`config.mk`:
```
export PLATFORM = sky130hd
export DESIGN_NAME = banked_auxreg_ctrl
export DESIGN_NICKNAME = d
export VERILOG_FILES = /design/src/rtl/auxreg_pkg.sv /design/src/rtl/auxreg_tuple_match.sv /design/src/rtl/auxreg_access_resolve.sv /design/src/rtl/auxreg_bank_store.sv /design/src/rtl/banked_auxreg_ctrl.sv
export SDC_FILE = /design/constraint.sdc
export NUM_CORES = 1
export LEC_CHECK = 0
export BUFFER_PORTS_ARGS = -buffer_cell sky130_fd_sc_hd__buf_2
export CAP_MARGIN = 5
export CORE_ASPECT_RATIO = 0.5
export CORE_MARGIN = 1
export CORE_UTILIZATION = 50
export DETAILED_ROUTE_END_ITERATION = 16
export HOLD_SLACK_MARGIN = 0.05
export PLACE_DENSITY = 0.82
export SYNTH_ARGS = -nofsm -noshare
export SYNTH_HDL_FRONTEND = slang
export SYNTH_SLANG_ARGS = --single-unit
export TNS_END_PERCENT = 50
```
`constraint.sdc`:
```
create_clock -name clk -period 6.1 [get_ports clk]
set_clock_uncertainty 0.1 [all_clocks]
set_input_delay 0.61 -clock clk [delete_from_list [all_inputs] [get_ports clk]]
set_output_delay 0.61 -clock clk [all_outputs]
set_load 0.05 [all_outputs]
```
`src/rtl/auxreg_pkg.sv`:
```
package auxreg_pkg;

    localparam logic [3:0] TUPLE_CP  = 4'b1111;
    localparam logic [2:0] TUPLE_OP1 = 3'b000;
    localparam logic [3:0] TUPLE_CRN = 4'b0001;
    localparam logic [3:0] TUPLE_CRM = 4'b0000;
    localparam logic [2:0] TUPLE_OP2 = 3'b011;

    localparam int NUM_SLOTS = 3;
    localparam int SLOT_IW   = $clog2(NUM_SLOTS);

    typedef enum logic [SLOT_IW-1:0] {
        SLOT_SEC  = 2'd0,
        SLOT_NSEC = 2'd1,
        SLOT_UNB  = 2'd2
    } slot_e;

    typedef enum logic [2:0] {
        RES_MISS     = 3'd0,
        RES_UNDEF    = 3'd1,
        RES_TRAP_A64 = 3'd2,
        RES_TRAP_A32 = 3'd3,
        RES_GRANT    = 3'd4
    } result_e;

    typedef enum logic {
        ST_IDLE = 1'b0,
        ST_RESP = 1'b1
    } fsm_e;

endpackage

```
`src/rtl/auxreg_tuple_match.sv`:
```
module auxreg_tuple_match
    import auxreg_pkg::*;
(
    input  logic [3:0] cp,
    input  logic [2:0] op1,
    input  logic [3:0] crn,
    input  logic [3:0] crm,
    input  logic [2:0] op2,
    output logic       hit
);

    logic [4:0] field_ok;

    always_comb begin
        field_ok[0] = (cp  == TUPLE_CP);
        field_ok[1] = (op1 == TUPLE_OP1);
        field_ok[2] = (crn == TUPLE_CRN);
        field_ok[3] = (crm == TUPLE_CRM);
        field_ok[4] = (op2 == TUPLE_OP2);
        hit         = &field_ok;
    end

endmodule

```
`src/rtl/auxreg_access_resolve.sv`:
```
module auxreg_access_resolve
    import auxreg_pkg::*;
(
    input  logic       hit,
    input  logic [1:0] el,
    input  logic       el2_en,
    input  logic       el2_is32,
    input  logic       el3_present,
    input  logic       el3_is32,
    input  logic       ns,
    input  logic       coarse_a64,
    input  logic       coarse_a32,
    input  logic       aux_a64,
    input  logic       aux_a32,
    output result_e    result,
    output slot_e      slot
);

    slot_e lower_slot;
    logic  el2_64_on;
    logic  el2_32_on;

    always_comb begin
        lower_slot = (el3_present && el3_is32) ? SLOT_NSEC : SLOT_UNB;
        el2_64_on  = el2_en && !el2_is32;
        el2_32_on  = el2_en &&  el2_is32;
        result     = RES_MISS;
        slot       = SLOT_UNB;
        if (hit) begin
            unique case (el)
                2'd0: result = RES_UNDEF;
                2'd1: begin
                    slot = lower_slot;
                    if (el2_64_on && coarse_a64)      result = RES_TRAP_A64;
                    else if (el2_32_on && coarse_a32) result = RES_TRAP_A32;
                    else if (el2_64_on && aux_a64)    result = RES_TRAP_A64;
                    else if (el2_32_on && aux_a32)    result = RES_TRAP_A32;
                    else                              result = RES_GRANT;
                end
                2'd2: begin
                    slot   = lower_slot;
                    result = RES_GRANT;
                end
                2'd3: begin
                    slot   = ns ? SLOT_NSEC : SLOT_SEC;
                    result = RES_GRANT;
                end
            endcase
        end
    end

endmodule

```
`src/rtl/auxreg_bank_store.sv`:
```
module auxreg_bank_store #(
    parameter int DATA_W = 32,
    parameter int SLOTS  = 3,
    localparam int IW    = $clog2(SLOTS)
) (
    input  logic                    clk,
    input  logic                    rst_n,
    input  logic                    wr_en,
    input  logic [IW-1:0]           wr_slot,
    input  logic [DATA_W-1:0]       wr_data,
    input  logic [IW-1:0]           rd_slot,
    output logic [DATA_W-1:0]       rd_data,
    output logic [SLOTS*DATA_W-1:0] slot_bus
);

    for (genvar g = 0; g < SLOTS; g++) begin : g_slot
        logic [DATA_W-1:0] val_q;
        always_ff @(posedge clk) begin
            if (!rst_n) begin
                val_q <= '0;
            end else if (wr_en && (wr_slot == IW'(g))) begin
                val_q <= wr_data;
            end
        end
        assign slot_bus[g*DATA_W +: DATA_W] = val_q;
    end

    always_comb begin
        rd_data = '0;
        for (int i = 0; i < SLOTS; i++) begin
            if (rd_slot == IW'(i)) rd_data = slot_bus[i*DATA_W +: DATA_W];
        end
    end

endmodule

```
`src/rtl/banked_auxreg_ctrl.sv`:
```
module banked_auxreg_ctrl
    import auxreg_pkg::*;
#(
    parameter int DATA_W     = 32,
    parameter int SYND_W     = 6,
    parameter int TRAP_CLASS = 3
) (
    input  logic              clk,
    input  logic              rst_n,
    input  logic              req_valid,
    input  logic              req_write,
    input  logic [3:0]        req_cp,
    input  logic [2:0]        req_op1,
    input  logic [3:0]        req_crn,
    input  logic [3:0]        req_crm,
    input  logic [2:0]        req_op2,
    input  logic [1:0]        req_el,
    input  logic [DATA_W-1:0] req_wdata,
    input  logic              cfg_el2_en,
    input  logic              cfg_el2_is32,
    input  logic              cfg_el3_present,
    input  logic              cfg_el3_is32,
    input  logic              cfg_ns,
    input  logic              cfg_coarse_a64,
    input  logic              cfg_coarse_a32,
    input  logic              cfg_aux_a64,
    input  logic              cfg_aux_a32,
    output logic              rsp_done,
    output logic              rsp_handled,
    output logic              rsp_undef,
    output logic              rsp_trap_sys64,
    output logic              rsp_trap_hyp32,
    output logic [SYND_W-1:0] rsp_syndrome,
    output logic [DATA_W-1:0] rsp_rdata
);

    localparam logic [SYND_W-1:0] SYND_VAL = SYND_W'(TRAP_CLASS);

    logic                        tuple_hit;
    result_e                     result;
    slot_e                       slot;
    logic                        store_we;
    logic [DATA_W-1:0]           store_rd;
    logic [NUM_SLOTS*DATA_W-1:0] slot_bus;
    fsm_e                        state_q;
    fsm_e                        state_d;

    auxreg_tuple_match u_match (
        .cp  (req_cp),
        .op1 (req_op1),
        .crn (req_crn),
        .crm (req_crm),
        .op2 (req_op2),
        .hit (tuple_hit)
    );

    auxreg_access_resolve u_resolve (
        .hit         (tuple_hit),
        .el          (req_el),
        .el2_en      (cfg_el2_en),
        .el2_is32    (cfg_el2_is32),
        .el3_present (cfg_el3_present),
        .el3_is32    (cfg_el3_is32),
        .ns          (cfg_ns),
        .coarse_a64  (cfg_coarse_a64),
        .coarse_a32  (cfg_coarse_a32),
        .aux_a64     (cfg_aux_a64),
        .aux_a32     (cfg_aux_a32),
        .result      (result),
        .slot        (slot)
    );

    assign store_we = req_valid && req_write && (result == RES_GRANT);

    auxreg_bank_store #(
        .DATA_W (DATA_W),
        .SLOTS  (NUM_SLOTS)
    ) u_store (
        .clk      (clk),
        .rst_n    (rst_n),
        .wr_en    (store_we),
        .wr_slot  (slot),
        .wr_data  (req_wdata),
        .rd_slot  (slot),
        .rd_data  (store_rd),
        .slot_bus (slot_bus)
    );

    // State register
    always_ff @(posedge clk) begin
        if (!rst_n) state_q <= ST_IDLE;
        else        state_q <= state_d;
    end

    // Transitions: GO (IDLE->RESP), AGAIN (RESP->RESP), REST (RESP->IDLE)
    always_comb begin
        state_d = state_q;
        unique case (state_q)
            ST_IDLE: state_d = req_valid ? ST_RESP : ST_IDLE;
            ST_RESP: state_d = req_valid ? ST_RESP : ST_IDLE;
        endcase
    end

    assign rsp_done = (state_q == ST_RESP);

    // Response registers
    always_ff @(posedge clk) begin
        if (!rst_n || !req_valid) begin
            rsp_handled    <= 1'b0;
            rsp_undef      <= 1'b0;
            rsp_trap_sys64 <= 1'b0;
            rsp_trap_hyp32 <= 1'b0;
            rsp_syndrome   <= '0;
            rsp_rdata      <= '0;
        end else begin
            rsp_handled    <= (result != RES_MISS);
            rsp_undef      <= (result == RES_UNDEF);
            rsp_trap_sys64 <= (result == RES_TRAP_A64);
            rsp_trap_hyp32 <= (result == RES_TRAP_A32);
            rsp_syndrome   <= ((result == RES_TRAP_A64) || (result == RES_TRAP_A32))
                              ? SYND_VAL : '0;
            rsp_rdata      <= ((result == RES_GRANT) && !req_write) ? store_rd : '0;
        end
    end

endmodule

```
Word-level counts from Yosys, hierarchy flattened. Cells that the tools add are included. Widths: inputs -> output; s select.

$add $sub $neg: 0. $mul: 0. Divide/modulo/power cells: 0. $lt $le $gt $ge: 0. Equal/unequal tests: 12. Shifts and indexed selects: 0. Multiplexer cells: 15. Bitwise gates (word level): 1. Reduce and logical (&&, ||, !) cells: 28.

Operators with widths (number): $mux 32 (3); $mux 3 (5); $logic_and 1x1->1 (13); $eq 3x2->1 const B (3); $pmux 3 s3 (1); $eq 2x2->1 const B (3); $mux 2 (3); $reduce_or 2->1 (3); $reduce_and 5->1 (1); $eq 2x1->1 const B (2); $eq 4x1->1 const B (1); $eq 4x4->1 const B (1); $logic_not 1->1 (4); $logic_not 2->1 (2); $logic_not 4->1 (1); $pmux 2 s2 (1); $eq 3x1->1 const B (1); $eq 3x3->1 const B (1); $logic_not 3->1 (1); $reduce_bool 3->1 (1); $logic_or 1x1->1 (2); $mux 1 (2); $not 1->1 (1).

Register bits after elaboration: 139. Bits in latches: 0. RAM bits: 0. ROM bits: 0. Bits of input ports: 65. Output and inout port bits: 43. Word-level logic and storage cells: 66. Memories kept: 0.

Longest topological paths before layout.
Word-level depth: 12. Depth in mapped cells: 9. Mapped depth without buffers: 7.

By module. A second synthesis with hierarchy kept.

Cells, all modules: 585. Area total of the unflattened synthesis: 6098.3 µm².

By module, submodules not included: auxreg_bank_store (times used 1, cells each 426, area each 4351.7 µm², seq. area each 1921.8 µm²); banked_auxreg_ctrl (times used 1, cells each 130, area each 1535.2 µm², seq. area each 760.7 µm²); auxreg_access_resolve (times used 1, cells each 22, area each 155.1 µm², seq. area each 0.0 µm²); auxreg_tuple_match (times used 1, cells each 7, area each 56.3 µm², seq. area each 0.0 µm²).

Worst setup path before layout. No wires, ideal clock.

Path kind: input to register. Start: in req_op1[0]. End: reg rsp_rdata[0]. Arrival: 2462 ps. Slack: 3424 ps. Stages: 7. Cell sequence: or4b_4 > or3_1 > clkbuf_1 > nor4b_4 > buf_2 > a21oi_1 > o21a_1.

Cells in the longest elaborated chain, start to end: 7. Elaborated cells between the ends (all ways): 14.

Ends and longest elaborated chain: from (decl) (RTL line banked_auxreg_ctrl.sv:13) `input logic [2:0] req_op1,`; $logic_not 3->1 (*) (RTL line auxreg_tuple_match.sv:16) `field_ok[1] = (op1 == TUPLE_OP1);`; $reduce_and 5->1 (*) (RTL line auxreg_tuple_match.sv:20) `hit = &field_ok;`; $mux 2 / $mux 3 (equally long branches) (RTL line auxreg_access_resolve.sv:29) `if (hit) begin`; $logic_not 2->1 / $eq 3x3->1 (equally long branches) (RTL line auxreg_bank_store.sv:31, banked_auxreg_ctrl.sv:122); $mux 32 / $logic_and 1x1->1 (equally long branches) (RTL line auxreg_bank_store.sv:31, banked_auxreg_ctrl.sv:122); $mux 32 / $not 1->1 (equally long branches); $mux 32 / $reduce_or 2->1 (equally long branches); to (signal assigned) (RTL line banked_auxreg_ctrl.sv:122) `rsp_rdata <= ((result == RES_GRANT) && !req_write) ? store_rd : '0;`; to (decl) (RTL line banked_auxreg_ctrl.sv:34) `output logic [DATA_W-1:0] rsp_rdata`.

Every way passes the cells marked *; elsewhere a longest branch is shown, timed or not. A chain may end at the register's enable or synchronous reset.

Worst setup path after layout. Same ends and word-level chain as after synthesis.

==> impl_metrics.json <==
{
  "worstSkewPairLatency_ns": 0.42,
  "hold-path-cell-count": 2,
  "finalCritPeriodShare_pct": 58.0,
  "maxCapViolCount": 0,
  "synth_top_area_cell": "dfxtp_1",
  "slew_headroom_pct": 18.4,
  "power_mw": 1.92,
  "arrival_ns": 3.79,
  "endpoint_kind": "flop",
  "p_per_area_nw_per_um2": 282,
  "cts_setup_buffers": 0,
  "dieHeight_um": 77.6,
  "wire_per_inst_um": 16.7,
  "cts_sinks": 134,
  "cts_buffers": 17,
  "status": "completed",
  "crit_path_start_kind": "input pin",
  "io_buffers": 103,
  "die-area_um2": 11900,
  "met2_usage_pct": 41.5,
  "dr.pass1.iters": 4,
  "rr_worst_depth": 3,
  "worst-path-max-fanout": 39,
  "yosysWarnings": 0,
  "r2r-start": "u_store.g_slot[0].val_q[26]",
  "routed_wl_um": 14300,
  "grt_max_degree": 71,
  "path_class": "input pin to flop",
  "nets": 769,
  "cts_root_buffer": "clkbuf_16",
  "chipWidth_um": 153,
  "setup_viol": 0,
  "synth.distinct_cells": 34,
  "post_cts_resized": 0,
  "synth_area_leaders": "dfxtp_1, mux2i_1, nand2_1",
  "grt.total_usage_pct": 24.8,
  "tightest_slew_ns": 1.22,
  "reg2reg_slack_ns": 5.13,
  "synthFlopType": "dfxtp_1",
  "syn_inst": 626,
  "coreArea_um2": 11000,
  "first_global_vias": 4844,
  "place.gp.congestion": 0.807,
  "top_usage_layer": "met2",
  "whs_ns": 0.354,
  "dp_cells": 826,
  "synth_edf_count": 0,
  "synth_top_area_share_pct": 47.0,
  "fmax_mhz": 282,
  "grt_setup_unrepaired": "no",
  "async_flop_share_pct": 0,
  "synth-seq-area-share_pct": 47.0,
  "final_cell_mix": "dfxtp_1, nand2_1, buf_2, mux2i_1, a21oi_1",
  "ys_ff_latch": 134,
  "clock_path_buffers": 2,
  "final-max-slew-violation-count": 0,
  "ios": 108,
  "syn_area_per_cell_um2": 9.13,
  "post-dp-hpwl_um": 7930,
  "final_util_pct": 61.6,
  "leakage_nw": 3.21,
  "r2r_end": "rsp_rdata[26]",
  "cts_htree_levels": 4,
  "cts_hold_buf": 0,
  "grt-ovfl-total": 0,
  "finalHoldViolCount": 0,
  "drc": 0,
  "hp-start": "req_valid",
  "min_to": "rsp_done",
  "grt_pass1_wl_um": 23300,
  "cts.clk_slew.worst_paths_ns": 0.05,
  "via_per_inst": 5.67,
  "ir_drop_mv": 0.167,
  "antenna_found_initial": 0,
  "area_delta_synth_final_pct": 19.0,
  "tritoncts": "done",
  "worstHoldPathType": "input pin to flop",
  "worstPathRequired_ns": 6.35,
  "min_period_ns": 3.54,
  "antenna_left": 0,
  "tns_ns": 0,
  "layout_commonest_cell": "dfxtp_1",
  "num_rows": 27,
  "synth_area_um2": 5710,
  "diodes": 0,
  "grtUsageMet1_pct": 30.2,
  "drive_gt1_share_pct": 20.6,
  "start_util_pct": 51.7,
  "met3_usage_pct": 6.15,
  "vias": 4846,
  "drt_iter0_markers": 371,
  "fin_cells": 854
}
-- metal layers --
metal / vias up / part of all wire [%]
met1: 2345 / 45
met3: 29 / 5.5
met4: 0 / 2.0
met2: 155 / 48
met5: - / 0
li1: 2317 / -
-- registers in the layout (all words and copies together) (netlist names) --
signal	flops
u_store.g_slot.val_q	96
rsp_rdata	32
rsp_done	1
rsp_handled	1
rsp_syndrome	1
rsp_trap_hyp32	1
rsp_trap_sys64	1
rsp_undef	1
-- cell families after synthesis --
logic type,synth area share [%]
AND/OR/NAND/NOR,19.8
flip-flops,47.0
AO/OA/AOI/OAI,10.6
multiplexers,16.8
buffers and inverters,4.88
adder cells (fa/ha/maj),0.876
other,0.0656
-- critical path, stage by stage --
cell     delay (ns)
buf_2          0.10
or4b_4         0.55
or3_1          0.36
buf_4          0.26
nor4b_4        0.99
buf_4          0.52
and3_1         0.23
o21a_1         0.14
-- Yosys cell counts (2+ instances only) --
master      n
buf_2      10
nor3_1      4
buf_4       8
o21ai_0    32
nor3_2      2
nand3_1     3
and3_1     33
a21oi_1    35
inv_1       3
dfxtp_1   134
nand3b_1    2
nand4_1    32
nand2_1   131
clkbuf_1   38
clkbuf_2    3
ha_1        4
nor2_1      8
nor4b_4     2
mux2i_1    96
o21a_1     32
-- power by group --
group	leakage (nW)	switching (mW)	total (mW)	internal, mW
combinational	1.86	0.0555	0.0797	0.0242
clock	0.280	0.350	0.964	0.614
sequential	1.08	0.0000817	0.876	0.876
total	3.21	0.406	1.92	1.51
-- cell type report --
type | count | area (um2)
Fill cell | 879 | 4250
Multi-Input combinational cell | 433 | 2790
Sequential cell | 134 | 2680
Timing Repair Buffer | 111 | 578
Clock buffer | 24 | 512
Tap cell | 145 | 181
Clock inverter | 4 | 45.0
Inverter | 3 | 11.3
-- stage by stage --
stage               setup WS, ns  instance area [um2]
floorplan                   3.42                 5720
global placement            2.31                 6240
detailed placement          2.22                 6240
CTS                         2.59                 6800
global route                2.42                 6800
finish                      2.56                 6800
-- worst max-delay path by stage --
stage          slack (ns)           end  startpoint
3_3_place_gp         2.31  rsp_rdata[0]  req_op1[0]
2_1_floorplan        3.42  rsp_rdata[0]  req_op1[0]
6_report             2.56  rsp_rdata[0]  req_op1[0]
3_5_place_dp         2.22  rsp_rdata[1]  req_op1[0]
4_1_cts              2.59  rsp_rdata[0]  req_op1[0]
5_1_grt              2.42  rsp_rdata[0]  req_op1[0]
No activity file was read; power rests on OpenSTA's default activity.
